File: src/rtl/i2c_tgt_pkg.sv
`timescale 1ns/1ps
// i2c_tgt_pkg: constants and shared types for the I2C target engine.
// Assumes byte-wide transfers and a 7-bit address.
package i2c_tgt_pkg;
    localparam int BYTE_W = 8;
    localparam int ADDR_W = 7;

    typedef enum logic [1:0] {
        PH_IDLE,
        PH_ADDR,
        PH_RX,
        PH_TX
    } phase_t;

    typedef struct packed {
        logic rise;
        logic fall;
        logic start;
        logic stop;
    } bus_evt_t;
endpackage

File: src/rtl/i2c_tgt_sync.sv
`timescale 1ns/1ps
// i2c_tgt_sync: brings SCL and SDA into the clock domain and flags
// SCL edges and START/STOP conditions one cycle after the last stage.
// Assumes STAGES >= 1 and idle-high lines at reset.
module i2c_tgt_sync
    import i2c_tgt_pkg::*;
#(
    parameter int STAGES = 2
) (
    input  logic     clk,
    input  logic     rst_n,
    input  logic     scl_i,
    input  logic     sda_i,
    output logic     scl_s,
    output logic     sda_s,
    output bus_evt_t evt
);
    logic [STAGES-1:0] scl_ff;
    logic [STAGES-1:0] sda_ff;
    logic              scl_q;
    logic              sda_q;

    // Synchronizer chain for both pins.
    always_ff @(posedge clk) begin
        if (!rst_n) begin
            scl_ff <= '1;
            sda_ff <= '1;
        end else begin
            scl_ff[0] <= scl_i;
            sda_ff[0] <= sda_i;
            for (int k = 1; k < STAGES; k++) begin
                scl_ff[k] <= scl_ff[k-1];
                sda_ff[k] <= sda_ff[k-1];
            end
        end
    end

    assign scl_s = scl_ff[STAGES-1];
    assign sda_s = sda_ff[STAGES-1];

    // Previous synchronized levels for edge detection.
    always_ff @(posedge clk) begin
        if (!rst_n) begin
            scl_q <= 1'b1;
            sda_q <= 1'b1;
        end else begin
            scl_q <= scl_s;
            sda_q <= sda_s;
        end
    end

    // Edge and bus-condition decode.
    always_comb begin
        evt.rise  = scl_s & ~scl_q;
        evt.fall  = ~scl_s & scl_q;
        evt.start = scl_s & scl_q & sda_q & ~sda_s;
        evt.stop  = scl_s & scl_q & ~sda_q & sda_s;
    end
endmodule

File: src/rtl/i2c_tgt_ctrl.sv
`timescale 1ns/1ps
// i2c_tgt_ctrl: bit-level protocol engine. Counts SCL pulses, shifts
// receive and transmit bytes, decides the acknowledge and drives the
// SDA/SCL pull-downs. Line changes happen only on synchronized SCL
// falling edges, or while SCL is held low by this block.
// Assumes the register side applies the flag updates it requests.
module i2c_tgt_ctrl
    import i2c_tgt_pkg::*;
#(
    parameter logic [ADDR_W-1:0] DEV_ADDR = 7'h2A
) (
    input  logic              clk,
    input  logic              rst_n,
    input  logic              scl_s,
    input  logic              sda_s,
    input  bus_evt_t          evt,
    input  logic              stretch_en,
    input  logic              clk_release,
    input  logic              buf_wr,
    input  logic [BYTE_W-1:0] buf_wdata,
    input  logic              buf_full,
    input  logic              ovf_flag,
    output logic              sda_oe,
    output logic              scl_oe,
    output logic              rx_load,
    output logic [BYTE_W-1:0] rx_byte,
    output logic              ovf_set,
    output logic              irq_set,
    output logic              dir_set,
    output logic              dir_clr
);
    localparam int CNT_W = $clog2(BYTE_W + 2);
    localparam logic [CNT_W-1:0] CNT_FULL = CNT_W'(BYTE_W);
    localparam logic [CNT_W-1:0] CNT_ACK  = CNT_W'(BYTE_W + 1);

    phase_t            phase;
    logic [CNT_W-1:0]  cnt;
    logic [BYTE_W-1:0] rx_sh;
    logic [BYTE_W-1:0] tx_sh;
    logic              mack;
    logic              is_rx;
    logic              addressed;
    logic              accept;
    logic              byte_end;
    logic              tx_end;

    // Decode of the byte-boundary decisions.
    assign is_rx     = (phase == PH_ADDR) || (phase == PH_RX);
    assign addressed = (phase == PH_RX) || (rx_sh[BYTE_W-1:1] == DEV_ADDR);
    assign accept    = addressed && !buf_full && !ovf_flag;
    assign byte_end  = is_rx && evt.fall && (cnt == CNT_FULL);
    assign tx_end    = (phase == PH_TX) && evt.fall && (cnt == CNT_ACK);

    // Requests to the register side.
    assign rx_load = byte_end && accept;
    assign rx_byte = rx_sh;
    assign ovf_set = byte_end && addressed && buf_full;
    assign irq_set = rx_load || tx_end;
    assign dir_set = rx_load && (phase == PH_ADDR) && rx_sh[0];
    assign dir_clr = (rx_load && (phase == PH_ADDR) && !rx_sh[0])
                   || (tx_end && !mack) || evt.stop;

    // Phase, bit counter, shifters and pin drives.
    always_ff @(posedge clk) begin
        if (!rst_n) begin
            phase  <= PH_IDLE;
            cnt    <= '0;
            rx_sh  <= '0;
            tx_sh  <= '0;
            mack   <= 1'b0;
            sda_oe <= 1'b0;
            scl_oe <= 1'b0;
        end else if (evt.start) begin
            phase  <= PH_ADDR;
            cnt    <= '0;
            sda_oe <= 1'b0;
            scl_oe <= 1'b0;
        end else if (evt.stop) begin
            phase  <= PH_IDLE;
            cnt    <= '0;
            sda_oe <= 1'b0;
            scl_oe <= 1'b0;
        end else begin
            if (clk_release) begin
                scl_oe <= 1'b0;
            end
            if (buf_wr && (phase == PH_TX) && (cnt == '0)) begin
                tx_sh  <= buf_wdata;
                sda_oe <= ~buf_wdata[BYTE_W-1];
            end
            case (phase)
                PH_ADDR, PH_RX: begin
                    if (evt.rise && (cnt < CNT_FULL)) begin
                        rx_sh <= {rx_sh[BYTE_W-2:0], sda_s};
                        cnt   <= cnt + 1'b1;
                    end else if (byte_end) begin
                        sda_oe <= accept;
                        if (accept) begin
                            cnt <= CNT_ACK;
                        end else begin
                            cnt   <= '0;
                            phase <= PH_IDLE;
                        end
                    end else if (evt.fall && (cnt == CNT_ACK)) begin
                        sda_oe <= 1'b0;
                        cnt    <= '0;
                        if (phase == PH_ADDR) begin
                            phase <= rx_sh[0] ? PH_TX : PH_RX;
                            if (rx_sh[0]) begin
                                scl_oe <= 1'b1;
                            end
                        end else if (stretch_en) begin
                            scl_oe <= 1'b1;
                        end
                    end
                end
                PH_TX: begin
                    if (evt.rise && (cnt < CNT_FULL)) begin
                        cnt <= cnt + 1'b1;
                    end else if (evt.fall && (cnt != '0) && (cnt < CNT_FULL)) begin
                        tx_sh  <= {tx_sh[BYTE_W-2:0], 1'b0};
                        sda_oe <= ~tx_sh[BYTE_W-2];
                    end else if (evt.fall && (cnt == CNT_FULL)) begin
                        sda_oe <= 1'b0;
                        cnt    <= CNT_ACK;
                    end else if (evt.rise && (cnt == CNT_ACK)) begin
                        mack <= ~sda_s;
                    end else if (tx_end) begin
                        cnt <= '0;
                        if (mack) begin
                            scl_oe <= 1'b1;
                        end else begin
                            phase <= PH_IDLE;
                        end
                    end
                end
                default: ;
            endcase
        end
    end


    hold_on_low_chk: assert property (@(posedge clk) disable iff (!rst_n)
        $rose(scl_oe) |-> !scl_s);


    sda_change_low_chk: assert property (@(posedge clk) disable iff (!rst_n)
        !$stable(sda_oe) |-> !$past(scl_s));


    idle_released_chk: assert property (@(posedge clk) disable iff (!rst_n)
        (phase == PH_IDLE) |-> (!sda_oe && !scl_oe));
endmodule

File: src/rtl/i2c_tgt_regs.sv
`timescale 1ns/1ps
// i2c_tgt_regs: the byte buffer and the status/interrupt flags seen by
// the local controller. Engine-side set requests win over clears that
// arrive in the same cycle.
// Assumes the engine never loads a byte while the buffer is full.
module i2c_tgt_regs
    import i2c_tgt_pkg::*;
(
    input  logic              clk,
    input  logic              rst_n,
    input  logic              rx_load,
    input  logic [BYTE_W-1:0] rx_byte,
    input  logic              ovf_set,
    input  logic              irq_set,
    input  logic              dir_set,
    input  logic              dir_clr,
    input  logic              buf_wr,
    input  logic [BYTE_W-1:0] buf_wdata,
    input  logic              buf_rd,
    input  logic              irq_clr,
    input  logic              ovf_clr,
    output logic [BYTE_W-1:0] buf_rdata,
    output logic              buf_full,
    output logic              ovf,
    output logic              irq,
    output logic              dir_read
);
    // Buffer contents: received byte or controller-written byte.
    always_ff @(posedge clk) begin
        if (!rst_n) begin
            buf_rdata <= '0;
        end else if (rx_load) begin
            buf_rdata <= rx_byte;
        end else if (buf_wr) begin
            buf_rdata <= buf_wdata;
        end
    end

    // Status and interrupt flags.
    always_ff @(posedge clk) begin
        if (!rst_n) begin
            buf_full <= 1'b0;
            ovf      <= 1'b0;
            irq      <= 1'b0;
            dir_read <= 1'b0;
        end else begin
            if (rx_load)      buf_full <= 1'b1;
            else if (buf_rd)  buf_full <= 1'b0;
            if (ovf_set)      ovf <= 1'b1;
            else if (ovf_clr) ovf <= 1'b0;
            if (irq_set)      irq <= 1'b1;
            else if (irq_clr) irq <= 1'b0;
            if (dir_set)      dir_read <= 1'b1;
            else if (dir_clr) dir_read <= 1'b0;
        end
    end


    no_load_when_blocked_chk: assert property (@(posedge clk) disable iff (!rst_n)
        rx_load |-> (!buf_full && !ovf));


    ovf_needs_full_chk: assert property (@(posedge clk) disable iff (!rst_n)
        $rose(ovf) |-> $past(buf_full));


    irq_sticky_chk: assert property (@(posedge clk) disable iff (!rst_n)
        $fell(irq) |-> $past(irq_clr));


    full_sticky_chk: assert property (@(posedge clk) disable iff (!rst_n)
        $fell(buf_full) |-> $past(buf_rd));
endmodule

File: src/rtl/i2c_tgt_engine.sv
`timescale 1ns/1ps
// i2c_tgt_engine: I2C target with a 7-bit address, single byte buffer,
// per-byte interrupt and SCL stretching. Joins the pin synchronizer,
// the protocol engine and the register side.
// Assumes open-drain pads: a 1 on an *_oe output pulls the line low.
module i2c_tgt_engine
    import i2c_tgt_pkg::*;
#(
    parameter logic [ADDR_W-1:0] DEV_ADDR    = 7'h2A,
    parameter int                SYNC_STAGES = 2
) (
    input  logic              clk,
    input  logic              rst_n,
    input  logic              scl_i,
    input  logic              sda_i,
    output logic              scl_oe,
    output logic              sda_oe,
    input  logic              stretch_en,
    input  logic              clk_release,
    input  logic              buf_wr,
    input  logic [BYTE_W-1:0] buf_wdata,
    input  logic              buf_rd,
    output logic [BYTE_W-1:0] buf_rdata,
    input  logic              irq_clr,
    input  logic              ovf_clr,
    output logic              irq,
    output logic              buf_full,
    output logic              ovf,
    output logic              dir_read
);
    logic              scl_s;
    logic              sda_s;
    bus_evt_t          evt;
    logic              rx_load;
    logic [BYTE_W-1:0] rx_byte;
    logic              ovf_set;
    logic              irq_set;
    logic              dir_set;
    logic              dir_clr;

    i2c_tgt_sync #(.STAGES(SYNC_STAGES)) u_sync (
        .clk   (clk),
        .rst_n (rst_n),
        .scl_i (scl_i),
        .sda_i (sda_i),
        .scl_s (scl_s),
        .sda_s (sda_s),
        .evt   (evt)
    );

    i2c_tgt_ctrl #(.DEV_ADDR(DEV_ADDR)) u_ctrl (
        .clk         (clk),
        .rst_n       (rst_n),
        .scl_s       (scl_s),
        .sda_s       (sda_s),
        .evt         (evt),
        .stretch_en  (stretch_en),
        .clk_release (clk_release),
        .buf_wr      (buf_wr),
        .buf_wdata   (buf_wdata),
        .buf_full    (buf_full),
        .ovf_flag    (ovf),
        .sda_oe      (sda_oe),
        .scl_oe      (scl_oe),
        .rx_load     (rx_load),
        .rx_byte     (rx_byte),
        .ovf_set     (ovf_set),
        .irq_set     (irq_set),
        .dir_set     (dir_set),
        .dir_clr     (dir_clr)
    );

    i2c_tgt_regs u_regs (
        .clk       (clk),
        .rst_n     (rst_n),
        .rx_load   (rx_load),
        .rx_byte   (rx_byte),
        .ovf_set   (ovf_set),
        .irq_set   (irq_set),
        .dir_set   (dir_set),
        .dir_clr   (dir_clr),
        .buf_wr    (buf_wr),
        .buf_wdata (buf_wdata),
        .buf_rd    (buf_rd),
        .irq_clr   (irq_clr),
        .ovf_clr   (ovf_clr),
        .buf_rdata (buf_rdata),
        .buf_full  (buf_full),
        .ovf       (ovf),
        .irq       (irq),
        .dir_read  (dir_read)
    );
endmodule

File: config.mk
export PLATFORM = sky130hd
export DESIGN_NAME = i2c_tgt_engine
export DESIGN_NICKNAME = d
export VERILOG_FILES = /design/src/rtl/i2c_tgt_pkg.sv /design/src/rtl/i2c_tgt_sync.sv /design/src/rtl/i2c_tgt_ctrl.sv /design/src/rtl/i2c_tgt_regs.sv /design/src/rtl/i2c_tgt_engine.sv
export SDC_FILE = /design/constraint.sdc
export NUM_CORES = 1
export LEC_CHECK = 0
export BUFFER_PORTS_ARGS = -buffer_cell sky130_fd_sc_hd__buf_2
export CAP_MARGIN = 20
export CORE_ASPECT_RATIO = 1.4
export CORE_MARGIN = 2
export CORE_UTILIZATION = 30
export DETAILED_ROUTE_END_ITERATION = 6
export PLACE_DENSITY = 0.47
export SLEW_MARGIN = 25
export SYNTH_ARGS = -nofsm -noshare
export SYNTH_HDL_FRONTEND = slang
export SYNTH_SLANG_ARGS = --single-unit
File: constraint.sdc
create_clock -name clk -period 3.2 [get_ports clk]
set_input_delay 0.32 -clock clk [delete_from_list [all_inputs] [get_ports clk]]
set_output_delay 0.32 -clock clk [all_outputs]
set_load 0.1 [all_outputs]
==> results.md, run 1 <==
* Worst Setup End Kind: flop
* Number of global-route vias before repair at 1742
* Crit. Startpoint: u_ctrl.phase[0]$_SDFFE_PN0P_
* CTS tree: yes
* Setup crit start kind: flop
* Die Wd at 75.7 µm
* FMAX at 0.399 GHz
* Netlist cell types at 55
* Die area at 7900 µm²
* Slew HR at 57.4%
* CTS root buffer: clkbuf_8
* IO Count at 32
* Placed instance area at around 2400 µm²
* Min-Delay Path Class: in -> reg
* CTS sink cnt at 42
* Wire per inst at between 10 and 15 µm
* Max_cap viols at 0
* # rows at 36
* M1 wire length at 2.25 mm
* Worst Path Required at 3400 ps
* Post-route setup slack at a little under 700 ps
* Minimum hold slack at 200 ps
* Status: finished, final reports clean
* Hold Vio Cnt, Final at 0
* Initial antenna violation count at 0
* Seq/Total Area, Yosys at between 30 and 40%
* HP Start: sda_i
* Finished Layout Cells at approximately 360
* HPWL Detailed at 3.77 mm
* Syn Nets at 267
* Critical Path Fanout Max at 12
* Yosys Warn Count at 0
* RSZ-0062 raised after global routing: false
* Cell area after layout at about 2500 µm²
* Wire length on met2 at 2.48 mm
* Register Area at around 840 µm²
* Pin count of the biggest net entering global routing at 24
* Drt pass-1 iters at 6
* Yosys reg bits at 42
* Worst path slowest cell: or3b_1
* Syn Area/Cell at 8.92 µm²
* Final Max Slew Viols at 0
* Die height at 104 µm
* Worst-path clk slew at 80 ps
* H-tree depth at 2
* Multi-input gate area at ~1200 µm²
* Peak VDD IR at 0.268 mV
* TritonCTS Buffers at 5
* Top Layer Used: met4
* Cells after DPL at approximately 360
* Critical register-to-register path startpoint: u_ctrl.phase[0]$_SDFFE_PN0P_
* Initial drt markers at 94
* Vias per cell at roughly 5.1
* Initial core utilization at around 31%
* Async S/R FF share, synth at 0%
* Pre-CTS WS at 737 ps
* Buf/Inv on CP at 0
* EDFF count, synth at 0
* Post-CTS Resized at 0
* Slowest Stage Delay on Critical Path at 520 ps
* Area Overhead vs Synth at 14.7%
* Layout cells sized above 1 at 22.3%
* WS Path Type: reg -> reg
* Setup-failing EPs final at 0
* Placer Congestion at 0.823
* Critical path's top delay family: simple AND/OR/NAND/NOR gates
* Setup TNS at 0 ps
* Post-CTS setup buffer count at 0
* Leakage at 0.973 nW
* Final nets at 293
* Post-route DRC at 0
* Port Buffer Count at 31
* Cts hold-fix bufs at 0
* Crit share post-route at 78.3%
* Worst clock skew at 5.59 ps
* Primary FF master, synth: dfxtp_1
* First-pass GRT wire length at about 8.4 mm
* Antenna Nets Post-Route at 0
* Vias at 1844
* Final WL at 5.08 mm
* Filler cells at 719
* Remaining Overflow, GRT at 0
* Syn Inst Count at 242
* Fin crit period at 2500 ps
* Power Density at 455 nW/µm²
* ANT cells at 0
* Clock buffer depth at 2
* All-Layer GR Usage at 13.7%
* CP Cell Sequence: ha_1 -> and2b_1 -> or3b_1 -> a21oi_2 -> o22ai_1 -> and2_1
* Slew @ Worst Pin at ~630 ps
* Clk_lat worst skew at roughly 300 ps
* Core area at 6980 µm²
* Worst EP arrival at 2700 ps
* Synth Cell Area at 2160 µm²
* Met3 WL at about 200 µm
## logic make-up after synthesis
kind of cell | Yosys count | share of synthesized area (%)
compound gates | 62 | 21.9
xor+xnor | 1 | 0.406
mux | 14 | 6.55
buf+inv | 22 | 5.10
fa+ha+maj | 7 | 4.06
simple gates | 94 | 23.1
flops | 42 | 39.0
## cell usage after synthesis, types with 2 or more instances
library cell | count | area share [%]
buf_6 | 3 | 1.6
nor2b_1 | 3 | 0.87
and2_1 | 3 | 0.87
nand3_1 | 6 | 1.4
o31a_1 | 2 | 0.81
nor2_1 | 29 | 5.0
nand2_1 | 23 | 4.0
dfxtp_1 | 42 | 39
a21oi_1 | 17 | 3.9
nand2b_1 | 8 | 2.3
clkbuf_1 | 8 | 1.4
inv_1 | 8 | 1.4
o221a_1 | 2 | 1.0
a211oi_1 | 6 | 2.1
and3_1 | 3 | 0.87
a211oi_2 | 8 | 4.6
a21oi_2 | 3 | 1.2
nor3b_1 | 4 | 1.4
mux2i_1 | 13 | 6.0
o21ai_0 | 5 | 1.2
a31oi_1 | 3 | 0.87
nor4bb_1 | 2 | 0.93
o22ai_1 | 2 | 0.58
a32oi_1 | 2 | 0.81
ha_1 | 7 | 4.1
## cell type report
class                   instances  share of cell area (%)
well taps                      95                    4.80
repair buffers                 32                    6.57
inverters                       9                    1.36
clock inverters                 3                    1.77
clock buffers                   5                    2.78
flip-flops and latches         42                    34.0
multi-input cells             178                    48.8
## where the power goes
group / internal, W / leakage, nW / switching (W) / total [W]
logic: 0.0000485 / 0.574 / 0.000104 / 0.000152
registers: 0.000535 / 0.341 / 0.0000109 / 0.000546
clock network: 0.000234 / 0.0585 / 0.000195 / 0.000429
## cell usage in the layout, fill, tap and decap left out, drive strengths merged, types with 7 or more instances in the layout
cell type	instances
nor2	29
a21oi	20
inv	9
buf	32
mux2i	13
a211oi	14
nand2b	8
dfxtp	42
nand2	23
nand3	7
ha	7
## per-stage QoR
step                power, W  utilization [%]
detailed placement  0.000711             33.9
floorplan           0.000672                -
global route         0.00118             35.5
CTS                  0.00114             35.5
global placement    0.000712             33.9
finish               0.00113             35.5
## worst paths after layout
kind,end,slack [ps],depth (start not counted)
min reg2reg,u_sync.scl_ff[1]$_SDFF_PN1_,410,1
max reg2reg,u_ctrl.tx_sh[6]$_SDFFE_PN0P_,700,6
min,u_sync.sda_ff[0]$_SDFF_PN1_,200,2
max,u_ctrl.tx_sh[6]$_SDFFE_PN0P_,700,6
## worst register-to-register path, cell delays in order, from the launching register on
cell     delay (ps)
dfxtp_1         390
ha_1            440
and2b_1         260
or3b_1          520
a21oi_2         460
o22ai_1         160
and2_1          180
## metal layers
metal	vias to the layer above	track usage, %
li1	918	-
met1	870	16.3
met2	43	22.4
met3	13	3.00
met4	0	6.77
met5	-	0
## flip-flops by register name, indices dropped and copies added (netlist names), 2 cells and up
register          count
u_sync.sda_ff         2
u_ctrl.phase          2
u_ctrl.cnt            4
u_ctrl.tx_sh          7
u_ctrl.rx_byte        8
u_regs.buf_rdata      8
u_sync.scl_ff         2
Power figures use the tool's default switching activity.
==> run 2: changes to the inputs <==
ABC_AREA = 1   (was default)
clock period = 2.35 ns   (was 3.2 ns; I/O delays follow)
==> results.md, run 2 <==
* Status: finished, final reports clean
* Cells on Worst Hold Path at 2
* First-pass GRT wire length at 9.50 mm
* Pin count of the biggest net entering global routing at 21
* Initial antenna violation count at 0
* Yosys Warn Count at 0
* Pre-CTS WS at around 340 ps
* Most frequent cells after synthesis: 66 x nand2_1, 42 x dfxtp_1, 37 x inv_1, 37 x nor2_1, 28 x o21ai_0
* Number of global-route vias before repair at between 2000 and 2500
* Worst Setup End Kind: flop
* Die area at 7810 µm²
* Multi-input gate area at around 1100 µm²
* TritonCTS Buffers at 5
* Critical register-to-register path startpoint: u_ctrl.phase[1]$_SDFFE_PP0P_
* Setup crit start kind: flop
* Syn Inst Count at 302
* FMAX at 0.498 GHz
* Crit share post-route at 85.4%
* Filler cells at ~780
* Die height at between 100 and 150 µm
* Layout cells sized above 1 at between 10% and 20%
* Worst clock skew at 6.69 ps
* Synth Cell Area at 2130 µm²
* WS Path Type: reg -> reg
* Min-Delay Path Class: in -> reg
* Worst path slowest cell: ha_1
* Primary FF master, synth: dfxtp_1
* Syn Area/Cell at 7.06 µm²
* Netlist cell types at 31
* CP Cell Sequence: inv_1 -> ha_1 -> nand3_1 -> nor3_4 -> nand2_2 -> nand2_1 -> inv_1 -> nand2_1 -> nand3_1 -> nand2_1 -> nor2_1
* Clk_lat worst skew at 300 ps
* Register Area at 841 µm²
* Most frequent cells in the layout: 66 x nand2_1, 42 x dfxtp_1, 37 x inv_1, 37 x nor2_1, 31 x buf_2
* Minimum hold slack at 122 ps
* Max_cap viols at 0
* Setup-failing EPs final at 0
* All-Layer GR Usage at between 15 and 20%
* H-tree depth at 2
* HP Start: scl_i
* Core area at 6940 µm²
* ANT cells at 0
* CTS root buffer: clkbuf_8
* Most common cell after layout, fill and taps aside: nand2_1
* Share of the synthesized area in the top cell type at between 30% and 40%
* Cts hold-fix bufs at 0
* Worst EP arrival at 2210 ps
* Vias per cell at ~4.7
* Final WL at about 5.7 mm
* Largest area contributor in the netlist: dfxtp_1
* Remaining Overflow, GRT at 0
* Post-route DRC at 0
* Leakage at 1.14 nW
* Placer Congestion at 0.835
* Initial core utilization at 30.7%
* Peak VDD IR at 0.270 mV
* Initial drt markers at 68
* Worst-path clk slew at 90 ps
* Drt pass-1 iters at 4
* Wire per inst at 13.1 µm
* Yosys reg bits at between 40 and 50
* Antenna Nets Post-Route at 0
* Slew HR at 64.1%
* HPWL Detailed at 4.39 mm
* Slew @ Worst Pin at 537 ps
* Worst hold endpoint: u_sync.scl_ff[0]$_SDFF_PN1_
* RSZ-0062 raised after global routing: false
* Most used cell, CP: nand2_1
* Most common cell in the netlist: nand2_1
* Ranking of synthesized cells by area: dfxtp_1 39%, nand2_1 12%, o21ai_0 6.6%
* Clock buffer depth at 2
* Port Buffer Count at 31
* Post-CTS setup buffer count at 0
* Vias at 2031
* Hold Vio Cnt, Final at 0
* Async S/R FF share, synth at 0%
* Reg-to-reg endpoint: u_ctrl.phase[0]$_SDFFE_PN0P_
* Post-route setup slack at 343 ps
* Slowest Stage Delay on Critical Path at about 400 ps
* # rows at 36
* Syn Nets at 327
* R2r setup slk at 340 ps
* Setup TNS at 0 ps
* Critical Path Fanout Max at 20
* CTS tree: yes
* Final Max Slew Viols at 0
* Post-CTS Resized at 0
* Seq/Total Area, Yosys at 39.4%
* Worst Path Required at 2550 ps
* CTS sink cnt at 42
* Final nets at ~360
* EDFF count, synth at 0
* Power Density at 841 nW/µm²
* Area Overhead vs Synth at 17.1%
* Total power draw at 0.00210 W
* IO Count at 32
* Worst reg-to-reg path cell count at 11
* Fin crit period at 2010 ps
* Util after Layout at 36.0%
* Die Wd at between 70 and 80 µm
==> run 2: power by group <==
part / total [W] / internal [W] / switching [W]
clock: 0.000583 / 0.000319 / 0.000264
sequential: 0.000833 / 0.000773 / 0.0000603
combinational: 0.000682 / 0.000221 / 0.000462
total: 0.00210 / 0.00131 / 0.000786
==> run 2: area by class of cell <==
cell class	count	area share [%]
clock buffers	7	3.06
clock inverters	1	1.20
inverters	40	6.02
multi-input cells	212	43.3
flip-flops and latches	42	33.7
well taps	95	4.76
repair buffers	37	8.02
==> run 2: layer usage <==
layer | track usage, % | part of all wire (%)
met1 | 19.6 | 44
met2 | 26.3 | 50
met3 | 2.82 | 2.5
met5 | 0 | 0
met4 | 6.89 | 3.0
==> run 2: worst max-delay path, delay by kind of cell, from the launching register on <==
kind          cells  cell delay, ps
simple gates      8            1020
flops             1             370
fa+ha+maj         1             400
buf+inv           2             140
==> run 2: cell families (layout without fill, tap and decap cells) <==
| logic type | count (synthesis) | in the layout | synth area share, % |
|---|---|---|---|
| adder cells (fa/ha/maj) | 7 | 7 | 4.11 |
| buffers and inverters | 48 | 85 | 9.92 |
| flip-flops | 42 | 42 | 39.4 |
| AND/OR/NAND/NOR | 138 | 138 | 28.6 |
| AO/OA/AOI/OAI | 67 | 67 | 17.9 |
==> run 2: stage by stage <==
step	cell area [µm²]	std cells
after floorplan	2130	302
after global placement	2390	426
after detailed placement	2390	426
after CTS	2500	434
after global routing	2500	434
final	2500	434
==> run 2: how the worst max path moves through the flow <==
stage	startpoint	end	slack (ps)
3_3_place_gp	u_ctrl.phase[0]$_SDFFE_PN0P_	u_ctrl.phase[0]$_SDFFE_PN0P_	410
3_5_place_dp	u_ctrl.phase[1]$_SDFFE_PP0P_	u_ctrl.phase[0]$_SDFFE_PN0P_	340
2_1_floorplan	u_regs.buf_full$_SDFFE_PN0P_	u_regs.buf_rdata[0]$_SDFFE_PN0P_	460
6_report	u_ctrl.phase[1]$_SDFFE_PP0P_	u_ctrl.phase[0]$_SDFFE_PN0P_	340
4_1_cts	u_ctrl.phase[1]$_SDFFE_PP0P_	u_ctrl.phase[0]$_SDFFE_PN0P_	330
5_1_grt	u_ctrl.phase[1]$_SDFFE_PP0P_	u_ctrl.phase[0]$_SDFFE_PN0P_	70
